`src/rtl/rtc_slv_pkg.sv`:
```
package rtc_slv_pkg;

    localparam int ADDR_W = 15;
    localparam logic [6:0] DEV_ID = 7'b1101000;
    localparam logic [ADDR_W-1:0] HOLE_BASE = 15'h7FF0;
    localparam logic [ADDR_W-1:0] CLK_BASE = 15'h7FF7;
    localparam int CLK_REGS = 9;
    localparam int CLK_IW = $clog2(CLK_REGS);

    typedef enum logic [2:0] {
        ST_IDLE, ST_DEV, ST_AHI, ST_ALO, ST_WR, ST_ACK, ST_RD, ST_MACK
    } slv_state_e;

    typedef enum logic [1:0] {
        RGN_RAM, RGN_NONE, RGN_CLK
    } region_e;

    typedef struct packed {
        logic start;
        logic stop;
        logic scl_rise;
        logic scl_fall;
        logic scl_lvl;
        logic sda_lvl;
    } bus_ev_t;

    function automatic region_e map_addr(logic [ADDR_W-1:0] a, int depth);
        if (a >= CLK_BASE) return RGN_CLK;
        if (a >= HOLE_BASE) return RGN_NONE;
        if (int'(a) < depth) return RGN_RAM;
        return RGN_NONE;
    endfunction

endpackage

```
`src/rtl/bus_cond.sv`:
```
module bus_cond
    import rtc_slv_pkg::*;
#(
    parameter int SYNC_STAGES = 2
) (
    input  logic    clk,
    input  logic    rst,
    input  logic    scl_in,
    input  logic    sda_in,
    output bus_ev_t ev
);
    localparam int TOP = SYNC_STAGES - 1;

    logic [TOP:0] scl_sr;
    logic [TOP:0] sda_sr;
    logic scl_prev;
    logic sda_prev;

    always_ff @(posedge clk) begin
        if (rst) begin
            scl_sr   <= '1;
            sda_sr   <= '1;
            scl_prev <= 1'b1;
            sda_prev <= 1'b1;
        end else begin
            scl_sr   <= {scl_sr[TOP-1:0], scl_in};
            sda_sr   <= {sda_sr[TOP-1:0], sda_in};
            scl_prev <= scl_sr[TOP];
            sda_prev <= sda_sr[TOP];
        end
    end

    always_comb begin
        ev.scl_lvl  = scl_sr[TOP];
        ev.sda_lvl  = sda_sr[TOP];
        ev.scl_rise = scl_sr[TOP] & ~scl_prev;
        ev.scl_fall = ~scl_sr[TOP] & scl_prev;
        ev.start    = scl_sr[TOP] & scl_prev & sda_prev & ~sda_sr[TOP];
        ev.stop     = scl_sr[TOP] & scl_prev & ~sda_prev & sda_sr[TOP];
    end

endmodule

```
`src/rtl/pf_lockout.sv`:
```
module pf_lockout #(
    parameter int RECOVERY = 1000
) (
    input  logic clk,
    input  logic rst,
    input  logic pwr_fail,
    output logic lock_busy
);
    localparam int CW = $clog2(RECOVERY + 1);

    logic [CW-1:0] hold_cnt;

    always_ff @(posedge clk) begin
        if (rst) begin
            hold_cnt <= '0;
        end else if (pwr_fail) begin
            hold_cnt <= CW'(RECOVERY);
        end else if (hold_cnt != '0) begin
            hold_cnt <= hold_cnt - 1'b1;
        end
    end

    assign lock_busy = pwr_fail | (hold_cnt != '0);

    AST_LOCK_ARMED: assert property (@(posedge clk) disable iff (rst)
        $fell(pwr_fail) |-> lock_busy);

endmodule

```
`src/rtl/rtc_store.sv`:
```
module rtc_store
    import rtc_slv_pkg::*;
#(
    parameter int RAM_DEPTH = 256
) (
    input  logic              clk,
    input  logic              rst,
    input  logic              wr_en,
    input  logic [ADDR_W-1:0] addr,
    input  logic [7:0]        wdata,
    output logic [7:0]        rdata
);
    localparam int RAM_AW = (RAM_DEPTH > 1) ? $clog2(RAM_DEPTH) : 1;

    logic [7:0] ram  [RAM_DEPTH];
    logic [7:0] regs [CLK_REGS];

    region_e             rgn;
    logic [RAM_AW-1:0]   ram_idx;
    logic [CLK_IW-1:0]   clk_idx;

    always_comb begin
        rgn     = map_addr(addr, RAM_DEPTH);
        ram_idx = addr[RAM_AW-1:0];
        clk_idx = CLK_IW'(addr[3:0] - 4'd7);
    end

    always_ff @(posedge clk) begin
        if (rst) begin
            for (int i = 0; i < RAM_DEPTH; i++) ram[i] <= '0;
            for (int j = 0; j < CLK_REGS; j++) regs[j] <= '0;
        end else if (wr_en) begin
            case (rgn)
                RGN_RAM: ram[ram_idx]  <= wdata;
                RGN_CLK: regs[clk_idx] <= wdata;
                default: ;
            endcase
        end
    end

    always_comb begin
        rdata = '0;
        case (rgn)
            RGN_RAM: rdata = ram[ram_idx];
            RGN_CLK: rdata = regs[clk_idx];
            default: rdata = '0;
        endcase
    end

endmodule

```
`src/rtl/rtc_serial_slave.sv`:
```
module rtc_serial_slave
    import rtc_slv_pkg::*;
#(
    parameter int RAM_DEPTH = 256,
    parameter int RECOVERY  = 1000
) (
    input  logic clk,
    input  logic rst,
    input  logic scl_in,
    input  logic sda_in,
    output logic sda_oe,
    input  logic pwr_fail
);
    bus_ev_t           ev;
    logic              lock_busy;
    slv_state_e        state;
    slv_state_e        after_ack;
    logic [3:0]        bitcnt;
    logic [7:0]        shreg;
    logic [6:0]        ptr_hi;
    logic [ADDR_W-1:0] ptr;
    logic              mack_ok;
    logic              wr_en;
    logic [7:0]        rd_byte;
    logic              byte_done;

    bus_cond #(.SYNC_STAGES(2)) u_cond (
        .clk    (clk),
        .rst    (rst),
        .scl_in (scl_in),
        .sda_in (sda_in),
        .ev     (ev)
    );

    pf_lockout #(.RECOVERY(RECOVERY)) u_lock (
        .clk       (clk),
        .rst       (rst),
        .pwr_fail  (pwr_fail),
        .lock_busy (lock_busy)
    );

    rtc_store #(.RAM_DEPTH(RAM_DEPTH)) u_store (
        .clk   (clk),
        .rst   (rst),
        .wr_en (wr_en),
        .addr  (ptr),
        .wdata (shreg),
        .rdata (rd_byte)
    );

    assign byte_done = ev.scl_fall && (bitcnt == 4'd8);
    assign wr_en = !pwr_fail && (state == ST_WR) && byte_done;

    always_ff @(posedge clk) begin
        if (rst || pwr_fail) begin
            state     <= ST_IDLE;
            after_ack <= ST_IDLE;
            bitcnt    <= '0;
            shreg     <= '0;
            ptr_hi    <= '0;
            ptr       <= '0;
            mack_ok   <= 1'b0;
            sda_oe    <= 1'b0;
        end else if (ev.start) begin
            state  <= ST_DEV;
            bitcnt <= '0;
        end else if (ev.stop) begin
            state <= ST_IDLE;
        end else begin
            case (state)
                ST_DEV, ST_AHI, ST_ALO, ST_WR: begin
                    if (ev.scl_rise && bitcnt < 4'd8) begin
                        shreg  <= {shreg[6:0], ev.sda_lvl};
                        bitcnt <= bitcnt + 4'd1;
                    end else if (byte_done) begin
                        state  <= ST_ACK;
                        sda_oe <= 1'b1;
                        case (state)
                            ST_DEV: begin
                                if (shreg[7:1] == DEV_ID && (shreg[0] || !lock_busy)) begin
                                    after_ack <= shreg[0] ? ST_RD : ST_AHI;
                                end else begin
                                    state  <= ST_IDLE;
                                    sda_oe <= 1'b0;
                                end
                            end
                            ST_AHI: begin
                                ptr_hi    <= shreg[6:0];
                                after_ack <= ST_ALO;
                            end
                            ST_ALO: begin
                                ptr       <= {ptr_hi, shreg};
                                after_ack <= ST_WR;
                            end
                            default: begin
                                ptr       <= ptr + 1'b1;
                                after_ack <= ST_WR;
                            end
                        endcase
                    end
                end
                ST_ACK: begin
                    if (ev.scl_fall) begin
                        if (after_ack == ST_RD) begin
                            shreg  <= rd_byte;
                            sda_oe <= ~rd_byte[7];
                            bitcnt <= 4'd1;
                            ptr    <= ptr + 1'b1;
                        end else begin
                            sda_oe <= 1'b0;
                            bitcnt <= '0;
                        end
                        state <= after_ack;
                    end
                end
                ST_RD: begin
                    if (ev.scl_fall) begin
                        if (bitcnt == 4'd8) begin
                            sda_oe <= 1'b0;
                            state  <= ST_MACK;
                        end else begin
                            sda_oe <= ~shreg[6];
                            shreg  <= {shreg[6:0], 1'b0};
                            bitcnt <= bitcnt + 4'd1;
                        end
                    end
                end
                ST_MACK: begin
                    if (ev.scl_rise) begin
                        mack_ok <= ~ev.sda_lvl;
                    end else if (ev.scl_fall) begin
                        if (mack_ok) begin
                            shreg  <= rd_byte;
                            sda_oe <= ~rd_byte[7];
                            bitcnt <= 4'd1;
                            ptr    <= ptr + 1'b1;
                            state  <= ST_RD;
                        end else begin
                            state <= ST_IDLE;
                        end
                    end
                end
                default: ;
            endcase
        end
    end

    AST_PF_ABORT: assert property (@(posedge clk) disable iff (rst)
        pwr_fail |=> (!sda_oe && state == ST_IDLE && ptr == '0));

    AST_LOCK_NO_WRITE: assert property (@(posedge clk) disable iff (rst)
        (lock_busy && !pwr_fail) |-> state != ST_WR);

    AST_SDA_HOLD: assert property (@(posedge clk) disable iff (rst)
        (ev.scl_lvl && !pwr_fail) |=> $stable(sda_oe));

    AST_IDLE_QUIET: assert property (@(posedge clk) disable iff (rst)
        (state == ST_IDLE) |-> !sda_oe);

endmodule

```
`config.mk`:
```
export PLATFORM = sky130hd
export DESIGN_NAME = rtc_serial_slave
export DESIGN_NICKNAME = d
export VERILOG_FILES = /design/src/rtl/rtc_slv_pkg.sv /design/src/rtl/bus_cond.sv /design/src/rtl/pf_lockout.sv /design/src/rtl/rtc_store.sv /design/src/rtl/rtc_serial_slave.sv
export SDC_FILE = /design/constraint.sdc
export NUM_CORES = 2
export LEC_CHECK = 0
export CORE_MARGIN = 2
export CORE_UTILIZATION = 65
export DETAILED_ROUTE_END_ITERATION = 8
export DONT_BUFFER_PORTS = 1
export PLACE_DENSITY = 0.83
export SYNTH_ARGS = -nofsm -noshare
export SYNTH_HDL_FRONTEND = slang
export SYNTH_SLANG_ARGS = --single-unit
export TNS_END_PERCENT = 5
```
`constraint.sdc`:
```
create_clock -name clk -period 6.3 [get_ports clk]
set_input_delay 0.315 -clock clk [delete_from_list [all_inputs] [get_ports clk]]
set_output_delay 0.315 -clock clk [all_outputs]
set_load 0.05 [all_outputs]
```
Word level (Yosys, flattened, before mapping)
Memory sizes are Yosys's and may differ from the RTL's. A register that Yosys moved wholly into a read port is not among the register bits.
Cells that the tools add are included.

storage, ports and cells
  flip-flop bits (word level) = 58
  bits in latches = 0
  memory bits (writable) = 2120
  bits in read-only memories = 0
  input port bits = 5
  output and inout bits = 1
  word-level logic and storage cells = 192
  memories = 2

memory list
  memory        words  width  rd ports  clocked after memory_dff  write ports  line             RTL
  u_store.ram   256    8      1         1                         256          rtc_store.sv:15  logic [7:0] ram [RAM_DEPTH];
  u_store.regs  9      8      1         0                         9            rtc_store.sv:16  logic [7:0] regs [CLK_REGS];

cells by class
  add/sub/neg operators = 4
  multipliers = 0
  div/mod/pow operators = 0
  order comparisons = 4
  equal/unequal tests = 31
  shift operators = 0
  mux-type cells = 88
  bitwise logic cells = 17
  reductions and logical operators = 31

operators with widths
  kind                                                          count
  two-way mux 15 bit                                            7
  two-way mux 8 bit                                             13
  case mux 15 bit (3 select lines)                              1
  two-way mux 3 bit                                             12
  two-way mux 1 bit                                             32
  two-way mux 4 bit                                             8
  case mux 8 bit (4 select lines)                               1
  >= comparator 15 bit (second input constant)                  2
  case mux 15 bit (2 select lines)                              1
  inequality test 4 bit (second input constant)                 7
  inequality test 2 bit (second input constant)                 13
  AND reduction 11 bit                                          2
  two-way mux 10 bit                                            2
  case mux 4 bit (4 select lines)                               1
  case mux 8 bit (2 select lines)                               1
  AND reduction 8 bit                                           2
  OR reduction 8 bit                                            2
  adder 15 x 1 -> 15 bit (second input constant)                1
  equality test 3 bit (second input constant)                   5
  less-than comparator 15 x 9 -> 1 bit (second input constant)  1
  two-way mux 2 bit                                             6
  case mux 3 bit (4 select lines)                               1
  AND reduction 6 bit                                           2
  AND reduction 10 bit                                          1
  other kinds (28)                                              51

Longest topological paths before layout
  depth after elaboration = 15
  gate-level depth with buffers = 12
  depth with buffers taken out = 9

Modules after synthesis
From an unflattened synthesis, not the netlist that was laid out.

second synthesis, totals
  cell total of the unflattened synthesis = 6938
  area, all modules = 103870.9 µm²

modules (own cells, without submodules)
  module            instances  cells an instance  area each (µm²)  seq. area each (µm²)
  rtc_store         1          6538               100649.0         65342.7
  rtc_serial_slave  1          318                2471.1           840.8
  pf_lockout        1          64                 545.5            200.2
  bus_cond          1          18                 205.2            120.1

Least setup slack after synthesis
No wires, ideal clock.

  path type = flip-flop to flip-flop
  start = register ptr[0]
  end = register shreg[1]
  library setup time = 0.138 ns
  arrival time = 3.327 ns
  data required time = 6.162 ns
  setup slack = 2.835 ns
  stages on the path, launching flop included = 11
  path buffers = 4
  clock period less this slack = 3.465 ns
  cell sequence = dfxtp_1 clkbuf_1 buf_2 inv_1 ha_1 clkbuf_1 clkbuf_1 mux4_2 mux4_2 a2111oi_0 a31oi_1

between the ends
  word-level cells in the longest chain between the ends = 13
  elaborated cells on any way between the ends = 25
  those cells by class = 1 x add/sub; 3 x order compare; 1 x eq/ne; 18 x mux; 1 x reduce/logical; 1 x memory

ends and longest elaborated chain
  element                                                        line                     RTL
  from (decl)                                                    rtc_serial_slave.sv:21   logic [ADDR_W-1:0] ptr;
  from (signal assigned)                                         rtc_serial_slave.sv:92   ptr <= {ptr_hi, shreg};
  from (signal assigned)                                         rtc_serial_slave.sv:96   ptr <= ptr + 1'b1;
  from (signal assigned)                                         rtc_serial_slave.sv:108  ptr <= ptr + 1'b1;
  less-than comparator 15 x 9 -> 1 bit                           rtc_slv_pkg.sv:30        if (int'(a) < depth) return RGN_RAM;
  two-way mux 1 bit (2 in a row)                                 rtc_slv_pkg.sv:30
  two-way mux 1 bit                                              rtc_slv_pkg.sv:29        if (a >= HOLE_BASE) return RGN_NONE;
  two-way mux 2 bit                                              rtc_slv_pkg.sv:31        return RGN_NONE;
  two-way mux 2 bit                                              rtc_slv_pkg.sv:30
  two-way mux 2 bit                                              rtc_slv_pkg.sv:29
  equality test 2 bit / zero test 2 bit (equally long branches)  rtc_store.sv:43          case (rgn)
  case mux 8 bit (2 select lines) (*)                            rtc_store.sv:43
  two-way mux 8 bit                                              rtc_serial_slave.sv:132  if (mack_ok) begin
  two-way mux 8 bit                                              rtc_serial_slave.sv:131  end else if (ev.scl_fall) begin
  two-way mux 8 bit                                              rtc_serial_slave.sv:129  if (ev.scl_rise) begin
  case mux 8 bit (4 select lines) (*)                            rtc_serial_slave.sv:70   case (state)
  to (signal assigned)                                           rtc_serial_slave.sv:73   shreg <= {shreg[6:0], ev.sda_lvl};
  to (signal assigned)                                           rtc_serial_slave.sv:123  shreg <= {shreg[6:0], 1'b0};
  to (signal assigned)                                           rtc_serial_slave.sv:133  shreg <= rd_byte;
  to (decl)                                                      rtc_serial_slave.sv:19   logic [7:0] shreg;

Mark *: on every way between the ends. The rest lies on a longest branch, timed or not. The select of a mux whose other input is x is not followed.
A chain may end at the register's enable or synchronous reset.

==> PnR_summary.wiki <==
{| class="wikitable"
! Metric !! Value
|-
| Run status || complete, but fails checks
|-
| Violations in the final reports || DRC
|-
| Min Tclk post-route || roughly 4400 ps
|-
| Largest stage delay on the critical path || around 810 ps
|-
| Die outline height || 404 um
|-
| Final WL || 277 mm
|-
| Combinational fraction of design power || 3.0%
|-
| Footprint of the multi-input gates || around 34,000 um^2
|-
| Sinks on the clock net || 2,242
|-
| Switching power share of the total || just over 20%
|-
| Number of buffers added by the clock tree synthesis step || 215
|-
| Endpoint kind of the worst setup timing path || flip-flop
|-
| Post-CTS Repair Setup Buffers || 0
|-
| # IOs || 6
|-
| Detailed-route vias per instance || 7.25
|-
| Remaining routing DRC violations || 1
|-
| Relative contribution of the clock network to total power || 41.4%
|-
| Share of the synthesized area in the top cell type || 62.8%
|-
| Sequential fraction of the synthesis area || 64.1%
|-
| Register area || about 67,000 um^2
|-
| 1st-pass router iterations || 9
|-
| Maximum operating frequency || around 0.23 GHz
|-
| Worst endpoint required time || a little under 7000 ps
|-
| Number of nets at the end of the flow || 6,405
|-
| Clock transition time at the flip-flop clock pins of the worst setup and hold paths || about 60 ps
|-
| Clock insertion delay at the later pin of the skew report || roughly 840 ps
|-
| Maximum number of pins on one net before global-route repair || 224
|-
| Endpoint arrival time on the critical path || slightly below 5000 ps
|-
| Wire length of the first global-routing pass || a little over 400 mm
|-
| Detailed Place HPWL || 159 mm
|-
| Number of gates given a new drive strength after cts || 0
|-
| Unique cell type count in the Yosys netlist || 68
|-
| Area Growth Syn to Fin || 7.74%
|-
| Fill cell count || roughly 9,300
|-
| Power per cell area || roughly 280 nW/um^2
|-
| Sequential cell fraction of total power || 55.6%
|-
| Clock tree from TritonCTS || yes
|-
| Count of hold buffers inserted by post-cts repair || 16
|-
| Peak ir drop on the vdd network || 0.264 mV
|-
| Total negative setup slack || 0 ps
|-
| Post-route fraction of the period consumed by the critical path || a little over two thirds
|-
| Cell type group with the largest total delay on the critical path || simple AND/OR/NAND/NOR gates
|-
| Syn_nets || 6,826
|-
| Maximum count of clock buffers along a single path || 3
|-
| Setup WS post-layout || between 1500 and 2000 ps
|-
| Count of warnings emitted by yosys || 0
|-
| Clock H-tree levels || 4
|-
| Fraction of layout cells with a size suffix above 1 || between 15 and 20%
|-
| FF+latch count, synth || 2,242
|-
| Detailed router's first-iteration violation count || 11,300
|-
| Standby leakage power || 40.9 nW
|-
| Die X-Extent || around 400 um
|-
| Async S/R FF share, synth || 0%
|-
| Overall fraction of global-route tracks in use || between 30% and 40%
|-
| Initial cell density of the core || about 66%
|-
| Count of flip-flops with a built-in enable after synthesis || roughly 2,200
|-
| Kind of critical path || flip-flop to flip-flop
|-
| Clock root buffer || clkbuf_16
|-
| Standard-cell rows || 146
|-
| Maxcap violations || 0
|-
| Top library cells by usage in the layout, fill and taps aside || edfxtp_1 (2,176), and3_1 (1,140), and2_1 (855)
|-
| Post-synth top area cell || edfxtp_1
|-
| Biggest area contributors in the synthesized netlist || edfxtp_1 (63%), mux4_2 (15%), and3_1 (6.9%), and2_1 (5.2%), clkbuf_1 (2.3%)
|-
| Internal power summed over all cells || 24.6 mW
|-
| Post-placement setup slack || around 2100 ps
|-
| Netlist Area Pre-Place || approximately 100,000 um^2
|-
| CP max stage cell || nor2_1
|-
| Flip-flop cell with the highest count after synthesis || edfxtp_1
|-
| Synth Area per Inst || about 15 um^2
|-
| Antenna Violating Nets Remaining || 0
|-
| Total via count after detailed routing || 62,700
|-
| Tightest Pin Transition || about 1300 ps
|-
| Final hold violations || 0
|-
| Via count of the first global-routing pass || a little over 60,000
|-
| Core Area || between 150,000 and 200,000 um^2
|-
| Type of the most critical hold path || input port to flip-flop
|-
| Buffers added on ports || 0
|-
| Relative slew slack || between 10% and 20%
|-
| Crit-path max FO || 17
|-
| Average wire per cell in the routed design || about 32 um
|-
| Cells traversed along the worst timing path || or4_1, nor4_1, nand3_2, nor3b_2, nand2_2, nor2_1, or2_1
|-
| CP Buf/Inv Count || 0
|-
| Final Max Tran Viols || 0
|-
| Number of failing setup endpoints in the final timing report || 0
|-
| Kind of start point of the critical path || flip-flop
|-
| Switching component of the power || ~6.4 mW
|-
| Most common cell after layout, fill and taps aside || edfxtp_1
|-
| Number of antenna violations at the first check in global routing || 18
|-
| Number of standard cells after synthesis || 6,811
|-
| Area of the die || approximately 160,000 um^2
|-
| Congestion Overflow GR || 0
|-
| Clk_skew || roughly 31 ps
|-
| RSZ-0062 raised after global routing || no
|-
| Placer congestion estimate || 0.923
|}
-- metal layers --
metal / vias to the layer above / track usage [%] / routed length [um]
met5: - / 0 / 184
met4: 16 / 15.0 / 14100
met3: 791 / 9.70 / 39500
met2: 5062 / 52.3 / 129000
met1: 31500 / 46.5 / 94200
li1: 25300 / - / -
-- synthesized netlist by cell type (41+ instances only) --
library cell,n
and2_1,863
mux4_2,680
nor3_1,146
nor2_1,202
edfxtp_1,2176
buf_2,94
clkbuf_1,642
or2_2,103
nand2_1,112
dfxtp_1,66
a21o_1,149
a21oi_1,41
and3_1,1140
-- worst paths after layout --
path,from,endpoint,slack (ps),depth (start not counted)
hold reg to reg,after_ack[0]$_SDFFE_PP0P_,after_ack[0]$_SDFFE_PP0P_,490,2
setup reg to reg,ptr[11]$_SDFFE_PP0P_,u_store.ram[134][2]$_SDFFCE_PN0P_,1860,7
hold / removal,rst,u_store.ram[83][2]$_SDFFCE_PN0P_,60,1
setup / recovery,ptr[11]$_SDFFE_PP0P_,u_store.ram[134][2]$_SDFFCE_PN0P_,1860,7
-- sequential cells by signal, summed over array words and instances (netlist names), named ones only --
register	cells
after_ack	3
bitcnt	4
mack_ok	1
ptr	15
ptr_hi	7
sda_oe	1
shreg	8
state	3
u_cond.scl_prev	1
u_cond.scl_sr	2
u_cond.sda_prev	1
u_cond.sda_sr	2
u_lock.hold_cnt	10
u_store.ram	2048
u_store.regs	128
-- layout make-up --
class | count | share of cell area (%)
antenna | 3 | 0.00670
sequential | 2242 | 59.5
multi-input combinational | 3770 | 30.7
clock buffer | 265 | 5.10
inverter | 15 | 0.0614
tap | 2072 | 2.31
timing repair buffer | 146 | 1.30
clock inverter | 130 | 1.06
-- power groups by stage --
stage / Clock, mW / Sequential [mW] / Combinational [mW]
6_report: 12.8 / 17.3 / 0.937
4_1_cts: 12.8 / 17.2 / 0.922
3_5_place_dp: 0 / 17.5 / 0.865
3_3_place_gp: 0 / 17.5 / 0.844
5_1_grt: 13.4 / 17.3 / 0.966
2_1_floorplan: 0 / 17.4 / 0.628
-- kinds of logic after synthesis --
logic type / synth area share (%)
AO/OA/AOI/OAI: 2.13
XOR/XNOR: 0.0758
adder cells (fa/ha/maj): 0.120
buffers and inverters: 3.06
flip-flops: 64.1
multiplexers: 15.1
AND/OR/NAND/NOR: 15.4
-- stage by stage --
stage	std cells	hold WS, ps	instance area (um^2)	util [%]	power [mW]
after CTS	8639	5.36	112000	70.6	31.0
final	8643	64.6	112000	70.6	31.0
after detailed placement	8228	422	105000	66.1	18.4
after global routing	8640	21.0	112000	70.6	31.6
after floorplan	6811	389	104000	-	18.0
after global placement	8228	424	105000	66.1	18.3
Note: power is estimated with default switching activity, not from simulation.
